**src/rtl/cfgwin_pkg.sv**
```systemverilog
package cfgwin_pkg;
  localparam int unsigned CW_DW    = 32;
  localparam int unsigned CW_AW    = 12;
  localparam int unsigned CW_IDX_W = CW_AW - 2;

  // word indices inside the window
  localparam logic [CW_IDX_W-1:0] IDX_CTRL  = CW_IDX_W'(0);
  localparam logic [CW_IDX_W-1:0] IDX_CMD   = CW_IDX_W'(1);
  localparam logic [CW_IDX_W-1:0] IDX_CADDR = CW_IDX_W'(2);
  localparam logic [CW_IDX_W-1:0] IDX_CDATA = CW_IDX_W'(3);

  localparam logic [CW_DW-1:0] CADDR_MASK = 32'h80FF_FFFC;

  localparam int unsigned ENDIAN_BIT  = 12;
  localparam int unsigned CMDSWAP_BIT = 0;
  localparam int unsigned CEN_BIT     = 31;
  localparam int unsigned DEV_LO      = 11;
  localparam int unsigned DEV_HI      = 23;

  typedef enum logic {ST_IDLE, ST_WAIT} seq_state_e;

  typedef struct packed {
    logic ctrl;
    logic cmd;
    logic caddr;
    logic cdata;
  } hit_t;
endpackage

```
**src/rtl/cfgwin_rst_sync.sv**
```systemverilog
module cfgwin_rst_sync #(
  parameter int unsigned STAGES = 2
) (
  input  logic clk,
  input  logic rst_n,
  output logic rst_n_sync
);
  logic [STAGES-1:0] sync_q;

  always_ff @(posedge clk or negedge rst_n) begin
    if (!rst_n) sync_q <= '0;
    else        sync_q <= {sync_q[STAGES-2:0], 1'b1};
  end

  assign rst_n_sync = sync_q[STAGES-1];
endmodule

```
**src/rtl/cfgwin_bswap.sv**
```systemverilog
module cfgwin_bswap #(
  parameter int unsigned DW = 32
) (
  input  logic          en,
  input  logic [DW-1:0] din,
  output logic [DW-1:0] dout
);
  localparam int unsigned NB = DW / 8;

  logic [DW-1:0] rev;

  for (genvar g = 0; g < NB; g++) begin : g_byte
    assign rev[g*8 +: 8] = din[(NB-1-g)*8 +: 8];
  end

  assign dout = en ? rev : din;
endmodule

```
**src/rtl/cfgwin_regs.sv**
```systemverilog
module cfgwin_regs
  import cfgwin_pkg::*;
#(
  parameter int unsigned     DW   = CW_DW,
  parameter logic [DW-1:0]   MASK = CADDR_MASK
) (
  input  logic          clk,
  input  logic          rst_n,
  input  hit_t          wr,
  input  logic [DW-1:0] wdata,
  output logic [DW-1:0] ctrl_o,
  output logic [DW-1:0] cmd_o,
  output logic [DW-1:0] caddr_o
);
  logic [DW-1:0] ctrl_q, ctrl_n;
  logic [DW-1:0] cmd_q, cmd_n;
  logic [DW-1:0] caddr_q, caddr_n;

  always_comb begin
    ctrl_n  = ctrl_q;
    cmd_n   = cmd_q;
    caddr_n = caddr_q;
    if (wr.ctrl)  ctrl_n  = wdata;
    if (wr.cmd)   cmd_n   = wdata;
    if (wr.caddr) caddr_n = wdata & MASK;
  end

  always_ff @(posedge clk or negedge rst_n) begin
    if (!rst_n) begin
      ctrl_q  <= '0;
      cmd_q   <= '0;
      caddr_q <= '0;
    end else begin
      if (wr.ctrl)  ctrl_q  <= ctrl_n;
      if (wr.cmd)   cmd_q   <= cmd_n;
      if (wr.caddr) caddr_q <= caddr_n;
    end
  end

  assign ctrl_o  = ctrl_q;
  assign cmd_o   = cmd_q;
  assign caddr_o = caddr_q;

  // stored address is the written word under the mask
  a_r4_addr_masked: assert property (@(posedge clk) disable iff (!rst_n)
    wr.caddr |=> caddr_o == ($past(wdata) & MASK));

  // words change only through their own write strobe
  a_r3_cmd_hold: assert property (@(posedge clk) disable iff (!rst_n)
    !wr.cmd |=> $stable(cmd_o));
endmodule

```
**src/rtl/cfgwin_cfgseq.sv**
```systemverilog
module cfgwin_cfgseq
  import cfgwin_pkg::*;
#(
  parameter int unsigned DW = CW_DW
) (
  input  logic          clk,
  input  logic          rst_n,
  input  logic          acc_i,
  input  logic          we_i,
  input  logic          data_hit_i,
  input  logic          cfg_en_i,
  input  logic [DW-1:0] wdata_i,
  input  logic [DW-1:0] rsp_i,
  input  logic          dn_rvalid_i,
  output logic          busy_o,
  output logic          rvalid_o,
  output logic [DW-1:0] rdata_o,
  output logic          dn_req_o,
  output logic          dn_we_o,
  output logic [DW-1:0] dn_wdata_o
);
  seq_state_e    state_q, state_n;
  logic          rvalid_q, rvalid_n;
  logic          req_q, req_n;
  logic          we_q, we_n;
  logic [DW-1:0] rdata_q;
  logic [DW-1:0] wd_q;
  logic          rd_load, wd_load;

  always_comb begin
    state_n  = state_q;
    rvalid_n = 1'b0;
    req_n    = 1'b0;
    we_n     = we_q;
    rd_load  = 1'b0;
    wd_load  = 1'b0;
    unique case (state_q)
      ST_IDLE: begin
        if (acc_i) begin
          if (we_i) begin
            if (data_hit_i && cfg_en_i) begin
              req_n   = 1'b1;
              we_n    = 1'b1;
              wd_load = 1'b1;
            end
          end else if (data_hit_i && cfg_en_i) begin
            req_n   = 1'b1;
            we_n    = 1'b0;
            state_n = ST_WAIT;
          end else begin
            rvalid_n = 1'b1;
            rd_load  = 1'b1;
          end
        end
      end
      ST_WAIT: begin
        if (dn_rvalid_i) begin
          rvalid_n = 1'b1;
          rd_load  = 1'b1;
          state_n  = ST_IDLE;
        end
      end
      default: state_n = ST_IDLE;
    endcase
  end

  always_ff @(posedge clk or negedge rst_n) begin
    if (!rst_n) begin
      state_q  <= ST_IDLE;
      rvalid_q <= 1'b0;
      req_q    <= 1'b0;
      we_q     <= 1'b0;
      rdata_q  <= '0;
      wd_q     <= '0;
    end else begin
      state_q  <= state_n;
      rvalid_q <= rvalid_n;
      req_q    <= req_n;
      we_q     <= we_n;
      if (rd_load) rdata_q <= rsp_i;
      if (wd_load) wd_q    <= wdata_i;
    end
  end

  assign busy_o     = (state_q == ST_WAIT);
  assign rvalid_o   = rvalid_q;
  assign rdata_o    = rdata_q;
  assign dn_req_o   = req_q;
  assign dn_we_o    = we_q;
  assign dn_wdata_o = wd_q;

  // a downstream request only follows an enabled data-port access
  a_r5_req_needs_enable: assert property (@(posedge clk) disable iff (!rst_n)
    dn_req_o |-> $past(acc_i && data_hit_i && cfg_en_i));

  // a read request is a single pulse and the port goes busy
  a_r9_read_req_pulse: assert property (@(posedge clk) disable iff (!rst_n)
    dn_req_o && !dn_we_o |=> !dn_req_o && busy_o);

  // busy holds until the response strobe
  a_r10_busy_holds: assert property (@(posedge clk) disable iff (!rst_n)
    busy_o && !dn_rvalid_i |=> busy_o);

  // no read data while waiting
  a_r10_no_early_rvalid: assert property (@(posedge clk) disable iff (!rst_n)
    busy_o |-> !rvalid_o);

  // read data follows an accepted read or a response
  a_r11_rvalid_cause: assert property (@(posedge clk) disable iff (!rst_n)
    rvalid_o |-> ($past(acc_i && !we_i) || $past(busy_o && dn_rvalid_i)));
endmodule

```
**src/rtl/cfgwin_bridge.sv**
```systemverilog
module cfgwin_bridge
  import cfgwin_pkg::*;
#(
  parameter int unsigned DW = CW_DW,
  parameter int unsigned AW = CW_AW
) (
  input  logic          clk,
  input  logic          rst_n,
  input  logic          cpu_req,
  input  logic          cpu_we,
  input  logic [AW-1:2] cpu_addr,
  input  logic [DW-1:0] cpu_wdata,
  output logic [DW-1:0] cpu_rdata,
  output logic          cpu_rvalid,
  output logic          cpu_busy,
  output logic          dn_req,
  output logic          dn_we,
  output logic [DW-1:0] dn_addr,
  output logic [DW-1:0] dn_wdata,
  input  logic          dn_rvalid,
  input  logic [DW-1:0] dn_rdata
);
  localparam int unsigned IW = AW - 2;

  logic          rst_n_s;
  logic          acc;
  hit_t          hit, wr_hit;
  logic [DW-1:0] ctrl, cmd, caddr;
  logic          win_sw, cfg_sw, cfg_en;
  logic [DW-1:0] host_w, cfg_w, cfg_r, local_r, sel_r, rsp;

  cfgwin_rst_sync #(.STAGES(2)) u_rst (
    .clk(clk), .rst_n(rst_n), .rst_n_sync(rst_n_s)
  );

  assign acc = cpu_req && !cpu_busy;

  always_comb begin
    hit.ctrl  = (cpu_addr == IW'(IDX_CTRL));
    hit.cmd   = (cpu_addr == IW'(IDX_CMD));
    hit.caddr = (cpu_addr == IW'(IDX_CADDR));
    hit.cdata = (cpu_addr == IW'(IDX_CDATA));
    wr_hit    = (acc && cpu_we) ? hit : '0;
  end

  cfgwin_regs #(.DW(DW), .MASK(CADDR_MASK)) u_regs (
    .clk(clk), .rst_n(rst_n_s), .wr(wr_hit), .wdata(host_w),
    .ctrl_o(ctrl), .cmd_o(cmd), .caddr_o(caddr)
  );

  assign win_sw = !ctrl[ENDIAN_BIT];
  assign cfg_sw = !cmd[CMDSWAP_BIT] && (|caddr[DEV_HI:DEV_LO]);
  assign cfg_en = caddr[CEN_BIT];

  // write path: command swap composes with window swap
  cfgwin_bswap #(.DW(DW)) u_sw_win_in  (.en(win_sw), .din(cpu_wdata), .dout(host_w));
  cfgwin_bswap #(.DW(DW)) u_sw_cfg_out (.en(cfg_sw), .din(host_w),    .dout(cfg_w));
  // read path: command swap on the response, then window swap
  cfgwin_bswap #(.DW(DW)) u_sw_cfg_in  (.en(cfg_sw), .din(dn_rdata),  .dout(cfg_r));
  cfgwin_bswap #(.DW(DW)) u_sw_win_out (.en(win_sw), .din(sel_r),     .dout(rsp));

  always_comb begin
    local_r = '0;
    if (hit.ctrl)  local_r = ctrl;
    if (hit.cmd)   local_r = cmd;
    if (hit.caddr) local_r = caddr;
    if (hit.cdata) local_r = '1;
    sel_r = cpu_busy ? cfg_r : local_r;
  end

  cfgwin_cfgseq #(.DW(DW)) u_seq (
    .clk(clk), .rst_n(rst_n_s),
    .acc_i(acc), .we_i(cpu_we), .data_hit_i(hit.cdata), .cfg_en_i(cfg_en),
    .wdata_i(cfg_w), .rsp_i(rsp), .dn_rvalid_i(dn_rvalid),
    .busy_o(cpu_busy), .rvalid_o(cpu_rvalid), .rdata_o(cpu_rdata),
    .dn_req_o(dn_req), .dn_we_o(dn_we), .dn_wdata_o(dn_wdata)
  );

  assign dn_addr = caddr;

  // bus 0 device 0 with window pass-through forwards data untouched
  a_r8_bus0_passthrough: assert property (@(posedge clk) disable iff (!rst_n_s)
    dn_req && dn_we && ctrl[ENDIAN_BIT] && (caddr[DEV_HI:DEV_LO] == '0)
      |-> dn_wdata == $past(cpu_wdata));

  // with the endian bit set a command write is stored unchanged
  a_r2_straight_store: assert property (@(posedge clk) disable iff (!rst_n_s)
    acc && cpu_we && hit.cmd && ctrl[ENDIAN_BIT] |=> cmd == $past(cpu_wdata));
endmodule

```
**config.mk**
```make
export PLATFORM = sky130hd
export DESIGN_NAME = cfgwin_bridge
export DESIGN_NICKNAME = d
export VERILOG_FILES = /design/src/rtl/cfgwin_pkg.sv /design/src/rtl/cfgwin_rst_sync.sv /design/src/rtl/cfgwin_bswap.sv /design/src/rtl/cfgwin_regs.sv /design/src/rtl/cfgwin_cfgseq.sv /design/src/rtl/cfgwin_bridge.sv
export SDC_FILE = /design/constraint.sdc
export NUM_CORES = 1
export LEC_CHECK = 0
export ABC_AREA = 0
export BUFFER_PORTS_ARGS = -buffer_cell sky130_fd_sc_hd__buf_2
export CORE_MARGIN = 3
export CORE_UTILIZATION = 61
export CTS_BUF_LIST = sky130_fd_sc_hd__clkbuf_4
export DETAILED_ROUTE_END_ITERATION = 10
export GPL_ROUTABILITY_DRIVEN = 0
export PLACE_DENSITY = 0.87
export SLEW_MARGIN = 20
export SYNTH_ARGS = -nofsm -noshare
export SYNTH_HDL_FRONTEND = slang
export SYNTH_SLANG_ARGS = --single-unit
export TNS_END_PERCENT = 30
```
**constraint.sdc**
```tcl
create_clock -name clk -period 8.4 [get_ports clk]
set_clock_uncertainty 0.05 [all_clocks]
set_input_delay 0.42 -clock clk [delete_from_list [all_inputs] [get_ports clk]]
set_output_delay 0.42 -clock clk [all_outputs]
set_load 0.1 [all_outputs]
```
==> results.sh, run 1 <==
export IMPL_cts_buffers=17
export IMPL_routedWlPerCell_um=17.68
export IMPL_syn_inst=848
export IMPL_crit_slowest_cell="a21o_1"
export IMPL_coreArea_mm2=0.01288
export IMPL_synth_area_per_cell_um2=9.675
export IMPL_total_power_mw=1.555
export IMPL_timing_hold_violations_final=0
export IMPL_synth_edf_count=0
export IMPL_areaGrowthSynthToFinish_pct=13.19
export IMPL_path_buf_inv=1
export IMPL_cp_top_family="compound AO/OA/AOI/OAI gates"
export IMPL_fill_cells=1014
export IMPL_crit_fanout=30
export IMPL_period_share=0.3975
export IMPL_cts_max_path_buffers=2
export IMPL_reg2reg_to="u_seq.rdata_o[1]$_DFFE_PN0P_"
export IMPL_pre_cts_ws_ps=4658
export IMPL_grt_overflow_total=0
export IMPL_reg2reg_slack_ps=5060
export IMPL_slew_violations=0
export IMPL_required_ps=8800
export IMPL_placed_area_mm2=0.008989
export IMPL_via_count=7099
export IMPL_die_area_mm2=0.01488
export IMPL_cap_viol_max_count=0
export IMPL_fin_hold_ws_ps=56.33
export IMPL_die_height_um=122.0
export IMPL_min_path_type="in2reg"
export IMPL_power_leakage_nw=4.425
export IMPL_fin_crit_ps=3339
export IMPL_final_cells=1158
export IMPL_drive_above_1_share=0.2505
export IMPL_root_buffer="clkbuf_4"
export IMPL_first_global_vias=6644
export IMPL_grt_max_degree=88
export IMPL_maxSlewHeadroom=0.3019
export IMPL_path_clk_slew_ps=120
export IMPL_syn_cell_area_mm2=0.008204
export IMPL_cts_resized_gates=0
export IMPL_end_kind="flip-flop"
export IMPL_rsz0062_at_grt="false"
export IMPL_drc=0
export IMPL_wl_mm=20.47
export IMPL_cp_start_kind="flip-flop"
export IMPL_rows=41
export IMPL_port_buffers=169
export IMPL_status="complete, no violations"
export IMPL_via_per_inst=6.130
export IMPL_die_w_um=122.0
export IMPL_whs_endpoint="u_seq.busy_o$_DFF_PN0_"
export IMPL_cts_tree="done"
export IMPL_setup_slack_ps=5061
export IMPL_vdd_drop_max_uv=123.9
export IMPL_final_util=0.7212
export IMPL_post_place_cells=1124
export IMPL_ys_types=49
export IMPL_worstMarginPinSlew_ps=1047
export IMPL_layout_common_cells="169 x buf_2, 155 x dfrtp_1, 88 x nand2_1, 85 x mux2i_1, 81 x nor2_1"
export IMPL_cp_cell_sequence="or4_4, nor4_4, buf_4, a21o_1, mux2_2, and2_1, o32a_1"
export IMPL_seq_area_mm2=0.003936
export IMPL_synth_async_sr_flop_share=1.000
export IMPL_grt_usage=0.2834
export IMPL_grt_first_pass_wirelength_mm=33.55
export IMPL_design_area_mm2=0.009286
export IMPL_antenna_cells=0
export IMPL_ys_flop_type="dfrtp_1"
export IMPL_worstHoldStart="cpu_we"
export IMPL_clock_sinks=157
export IMPL_setup_tns_final_ps=0
export IMPL_setup_viol=0
export IMPL_final_common_cell="buf_2"
export IMPL_p_per_area_mw_per_mm2=167.5
export IMPL_synth_seq_cells=157
export IMPL_fmax_mhz=299.5
export IMPL_whs_path_depth=2
export IMPL_cts_htree_levels=4
export IMPL_ant_nets=0
export IMPL_multiInputGateArea_mm2=0.003914
export IMPL_critPathMaxStageDelay_ps=800
export IMPL_synth_seq_area_share=0.4789
export IMPL_drtIter0Drc=770
export IMPL_critPathKind="reg2reg"
export IMPL_dr_pass1_iters=5
export IMPL_worstPathArrival_ps=3740
export IMPL_reg2reg_depth=7
export IMPL_start_util=0.6372
export IMPL_yosysWarnings=0
export IMPL_finalNetCount=1052
export IMPL_insertion_delay_ps=550
export IMPL_dp_hpwl_mm=14.23
export IMPL_io_pins=179
export IMPL_r2r_start="u_regs.caddr_o[13]$_DFFE_PN0P_"
export IMPL_antenna_found_initial=0
[Yosys cell counts (2+ instances only)]
library cell | count | share of area
a221oi_1 | 4 | 0.0043
nor3_2 | 2 | 0.0024
nand2_1 | 88 | 0.040
buf_4 | 11 | 0.010
buf_6 | 3 | 0.0041
nand2b_1 | 2 | 0.0015
clkbuf_1 | 43 | 0.020
o21a_1 | 18 | 0.016
buf_2 | 13 | 0.0079
nor4_1 | 2 | 0.0015
o22ai_1 | 40 | 0.031
buf_1 | 11 | 0.0050
o221ai_1 | 5 | 0.0053
and2_1 | 2 | 0.0015
nor2_1 | 81 | 0.037
o22a_1 | 4 | 0.0043
conb_1 | 2 | 0.00092
or4_1 | 3 | 0.0027
nand3_1 | 7 | 0.0043
nor3_1 | 5 | 0.0030
a311oi_1 | 18 | 0.019
dfrtp_1 | 157 | 0.48
mux2_2 | 27 | 0.037
a22o_1 | 6 | 0.0064
a21oi_1 | 70 | 0.043
a31oi_1 | 11 | 0.0084
inv_1 | 5 | 0.0023
a311o_1 | 2 | 0.0024
a211oi_1 | 31 | 0.028
mux2i_1 | 85 | 0.10
nor2b_1 | 10 | 0.0076
o21ai_0 | 63 | 0.038
[worst max path at each step]
stage	startpoint	to	depth (start not counted)
after global placement	cpu_addr[3]	u_seq.rdata_o[1]$_DFFE_PN0P_	7
after CTS	u_seq.busy_o$_DFF_PN0_	u_seq.rdata_o[2]$_DFFE_PN0P_	7
final	u_regs.caddr_o[13]$_DFFE_PN0P_	u_seq.rdata_o[1]$_DFFE_PN0P_	7
after floorplan	u_rst.sync_q[1]$_DFF_PN0_	u_regs.caddr_o[10]$_DFFE_PN0P_	0
after global routing	u_regs.caddr_o[13]$_DFFE_PN0P_	u_seq.rdata_o[28]$_DFFE_PN0P_	7
after detailed placement	cpu_addr[3]	u_seq.rdata_o[1]$_DFFE_PN0P_	7
[where the power goes]
| part | switching (mW) | internal (mW) | total [mW] |
|---|---|---|---|
| Clock | 0.260 | 0.184 | 0.445 |
| Combinational | 0.242 | 0.0729 | 0.315 |
| Sequential | 0.0194 | 0.776 | 0.796 |
| Total | 0.522 | 1.03 | 1.56 |
[sequential cells by signal, indices dropped and copies added (netlist names)]
name / count
u_regs.cmd_o: 32
u_seq.rvalid_o: 1
u_rst.sync_q: 2
u_regs.ctrl_o: 32
u_seq.busy_o: 1
u_seq.rdata_o: 32
u_seq.dn_wdata_o: 32
u_seq.dn_we_o: 1
u_seq.dn_req_o: 1
u_regs.caddr_o: 23
[cell families (layout without fill, tap and decap cells)]
group	count (synthesis)	in the layout	share of synthesized area
AOI/OAI and AO/OA	277	277	0.2126
xor gates and xnor gates	1	1	0.003356
buffers and inverters	86	216	0.04911
DFF	157	157	0.4789
muxes	112	112	0.1408
other	2	10	0.0009154
and+or+nand+nor	213	213	0.1144
[repair_timing]
item / CTS / global route
hold buffers: 2 / 0
hold endpoints to repair: 3 / 0
buffers inserted: 0 / 0
[cell type report]
| type | instances | area share |
|---|---|---|
| inverters | 5 | 0.002021 |
| multi-input cells | 613 | 0.4214 |
| well taps | 172 | 0.02317 |
| clock inverters | 12 | 0.01320 |
| flip-flops and latches | 157 | 0.4239 |
| clock buffers | 20 | 0.01617 |
| repair buffers | 179 | 0.1001 |
[routing by layer]
metal | vias up | global-route usage | share of wire
met2 | 335 | 0.4095 | 0.44
met1 | 3407 | 0.4318 | 0.46
met5 | - | 0 | 0
met3 | 32 | 0.06035 | 0.086
li1 | 3325 | - | -
met4 | 0 | 0.08613 | 0.017
Note: power is estimated with default switching activity, not from simulation.
==> inputs of run 2 (changes only) <==
ABC_AREA = 1   (was 0)
CORE_UTILIZATION = 57   (was 61)
PLACE_DENSITY = 0.82   (was 0.87)
clock period = 3.4 ns   (was 8.4 ns; I/O delays follow)
==> run 2 against run 1 <==
Clock power rose to 2.6 times the previous value; sequential power is 140% higher; core utilization down 4.9 points; area after synthesis up 4.8%; synthesized cell count rose by 35%; global-route usage grew 0.80 points; first-iteration DRC count up 31%; critical path depth decreased by 1; sequential share of layout area shrank 2.4 points; design area rose by 6.0%; combinational power grew 26%; largest cell class unchanged.
==> results.sh, run 2 <==
export IMPL_status="complete, no violations"
export IMPL_cap_viol_max_count=0
export IMPL_period_share=0.7394
export IMPL_syn_cell_area_mm2=0.008602
export IMPL_synth_area_leaders="dfrtp_1 46%, nand3_1 13%, nand2_1 13%"
export IMPL_drc=0
export IMPL_yosys_area_top_type="dfrtp_1"
export IMPL_cts_max_path_buffers=2
export IMPL_cts_htree_levels=4
export IMPL_first_global_vias=7505
export IMPL_synth_seq_cells=157
export IMPL_timing_hold_violations_final=0
export IMPL_die_w_um=128.8
export IMPL_r2r_start="u_regs.ctrl_o[12]$_DFFE_PN0P_"
export IMPL_reg2reg_slack_ps=890
export IMPL_syn_inst=1145
export IMPL_root_buffer="clkbuf_4"
export IMPL_whs_path_depth=3
export IMPL_insertion_delay_ps=570
export IMPL_ys_flop_type="dfrtp_1"
export IMPL_critPathKind="reg2reg"
export IMPL_whs_endpoint="u_regs.ctrl_o[19]$_DFFE_PN0P_"
export IMPL_cts_resized_gates=0
export IMPL_setup_viol=0
export IMPL_synth_seq_area_share=0.4567
export IMPL_vdd_drop_max_uv=211.5
export IMPL_power_leakage_nw=5.193
export IMPL_path_clk_slew_ps=130
export IMPL_reg2reg_depth=6
export IMPL_cp_start_kind="flip-flop"
export IMPL_post_cts_buffers=0
export IMPL_end_kind="flip-flop"
export IMPL_dp_hpwl_mm=16.70
export IMPL_required_ps=3810
export IMPL_grt_max_degree=65
export IMPL_yosysWarnings=0
export IMPL_final_cells=1484
export IMPL_clock_sinks=157
export IMPL_yosys_top_cells_count="295 x nand2_1, 222 x nand3_1, 157 x dfrtp_1"
export IMPL_wl_mm=24.43
export IMPL_slew_violations=0
export IMPL_rsz0062_at_grt="false"
export IMPL_p_per_area_mw_per_mm2=351.6
export IMPL_grt_usage=0.2914
export IMPL_cts_buffers=17
export IMPL_ys_types=32
export IMPL_rows=44
export IMPL_fin_crit_ps=2514
export IMPL_grt_overflow_total=0
export IMPL_die_height_um=128.8
export IMPL_ant_nets=0
export IMPL_drive_above_1_share=0.2063
export IMPL_min_path_type="in2reg"
export IMPL_maxSlewHeadroom=0.4120
export IMPL_synth_edf_count=0
export IMPL_synth_most_common_cell="nand2_1"
export IMPL_cts_tree="done"
export IMPL_post_place_cells=1431
export IMPL_finalNetCount=1366
export IMPL_crit_fanout=35
export IMPL_grt_first_pass_wirelength_mm=38.68
export IMPL_dr_pass1_iters=6
export IMPL_worstMarginPinSlew_ps=880.7
export IMPL_fmax_mhz=397.8
export IMPL_die_area_mm2=0.01660
export IMPL_coreArea_mm2=0.01464
export IMPL_worstPathArrival_ps=2920
export IMPL_synth_top_area_frac=0.4567
export IMPL_port_buffers=169
export IMPL_reg2reg_to="u_seq.dn_wdata_o[13]$_DFFE_PN0P_"
export IMPL_worstHoldStart="cpu_wdata[11]"
export IMPL_drtIter0Drc=1007
export IMPL_start_util=0.5874
export IMPL_areaGrowthSynthToFinish_pct=14.40
export IMPL_synth_area_per_cell_um2=7.513
export IMPL_io_pins=179
export IMPL_synth_async_sr_flop_share=1.000
export IMPL_routedWlPerCell_um=16.46
export IMPL_via_count=8422
export IMPL_final_common_cell="nand2_1"
export IMPL_setup_tns_final_ps=0
export IMPL_antenna_found_initial=1
export IMPL_via_per_inst=5.675
export IMPL_layout_common_cells="295 x nand2_1, 222 x nand3_1, 169 x buf_2, 155 x dfrtp_1, 104 x o21ai_1"
[run 2: changes by cell type in the layout (fill, tap and decap cells not counted), moves of 31 or more]
| cell | delta |
|---|---|
| nand2_1 | +207 |
| a21oi_1 | -70 |
| o22ai_1 | -40 |
| nand3_1 | +215 |
| inv_1 | +63 |
| o21ai_1 | +104 |
| nor2_1 | -38 |
| mux2i_1 | -84 |
| a211oi_1 | -31 |
[run 2: metrics by stage]
stage	setup slack (ps)	area [um2]	hold WS, ps	total power, mW	util
4_1_cts	968.5	9838	7.206	3.469	0.6718
2_1_floorplan	749.6	8633	-175.6	2.209	-
5_1_grt	704.6	9841	34.66	3.595	0.6720
6_report	886.2	9841	32.59	3.460	0.6720
3_3_place_gp	971.9	9348	-92.89	2.305	0.6383
3_5_place_dp	934.3	9348	-92.24	2.313	0.6383
[run 2: area by class of cell]
cell class,instances,area [um2]
antenna,1,2.502
clock buffer,21,157.7
clock inverter,10,122.6
fill,1290,4803
inverter,74,280.3
multi-input combinational,833,3928
sequential,157,3934
tap,184,230.2
timing repair buffer,204,1186
[run 2: what timing repair did]
item                                    CTS  global route
endpoints found under the hold margin    27             0
hold buffers                             21             0
endpoints found under the setup margin    0             0
[run 2: layer usage]
layer / routed length, um / GRT usage / vias to the layer above
li1: - / - / 4051
met1: 11060 / 0.4446 / 3885
met2: 10580 / 0.4210 / 459
met3: 2541 / 0.07430 / 27
met4: 251 / 0.06424 / 0
met5: 0 / 0 / -
[run 2: how the worst max path moves through the flow]
stage | endpoint | cells past startpoint | start
after global routing | u_seq.dn_wdata_o[1]$_DFFE_PN0P_ | 6 | u_regs.ctrl_o[12]$_DFFE_PN0P_
after CTS | u_seq.dn_wdata_o[13]$_DFFE_PN0P_ | 6 | u_regs.ctrl_o[12]$_DFFE_PN0P_
final | u_seq.dn_wdata_o[13]$_DFFE_PN0P_ | 6 | u_regs.ctrl_o[12]$_DFFE_PN0P_
after detailed placement | u_seq.rdata_o[13]$_DFFE_PN0P_ | 12 | cpu_addr[11]
after floorplan | u_regs.caddr_o[10]$_DFFE_PN0P_ | 0 | u_rst.sync_q[1]$_DFF_PN0_
after global placement | u_regs.ctrl_o[20]$_DFFE_PN0P_ | 8 | cpu_addr[11]
[run 2: cells by family after synthesis]
group                  synth area share
AOI/OAI and AO/OA                0.1143
buffers and inverters           0.09018
DFF                              0.4567
muxes                          0.001164
other                         0.0008731
and+or+nand+nor                  0.3367
[run 2: worst max-delay path: stages, from the launching register on]
cell and delay, ps:
dfrtp_2 730, inv_1 500, or2_2 420, o21ai_0 280, inv_1 130, o21ai_0 190, o21ai_1 80
[run 2: power breakdown]
part	internal (mW)	leakage [nW]	switching, mW	total, mW
combinational	0.101	2.86	0.297	0.398
sequential	1.88	2.18	0.0232	1.90
clock	0.526	0.153	0.634	1.16
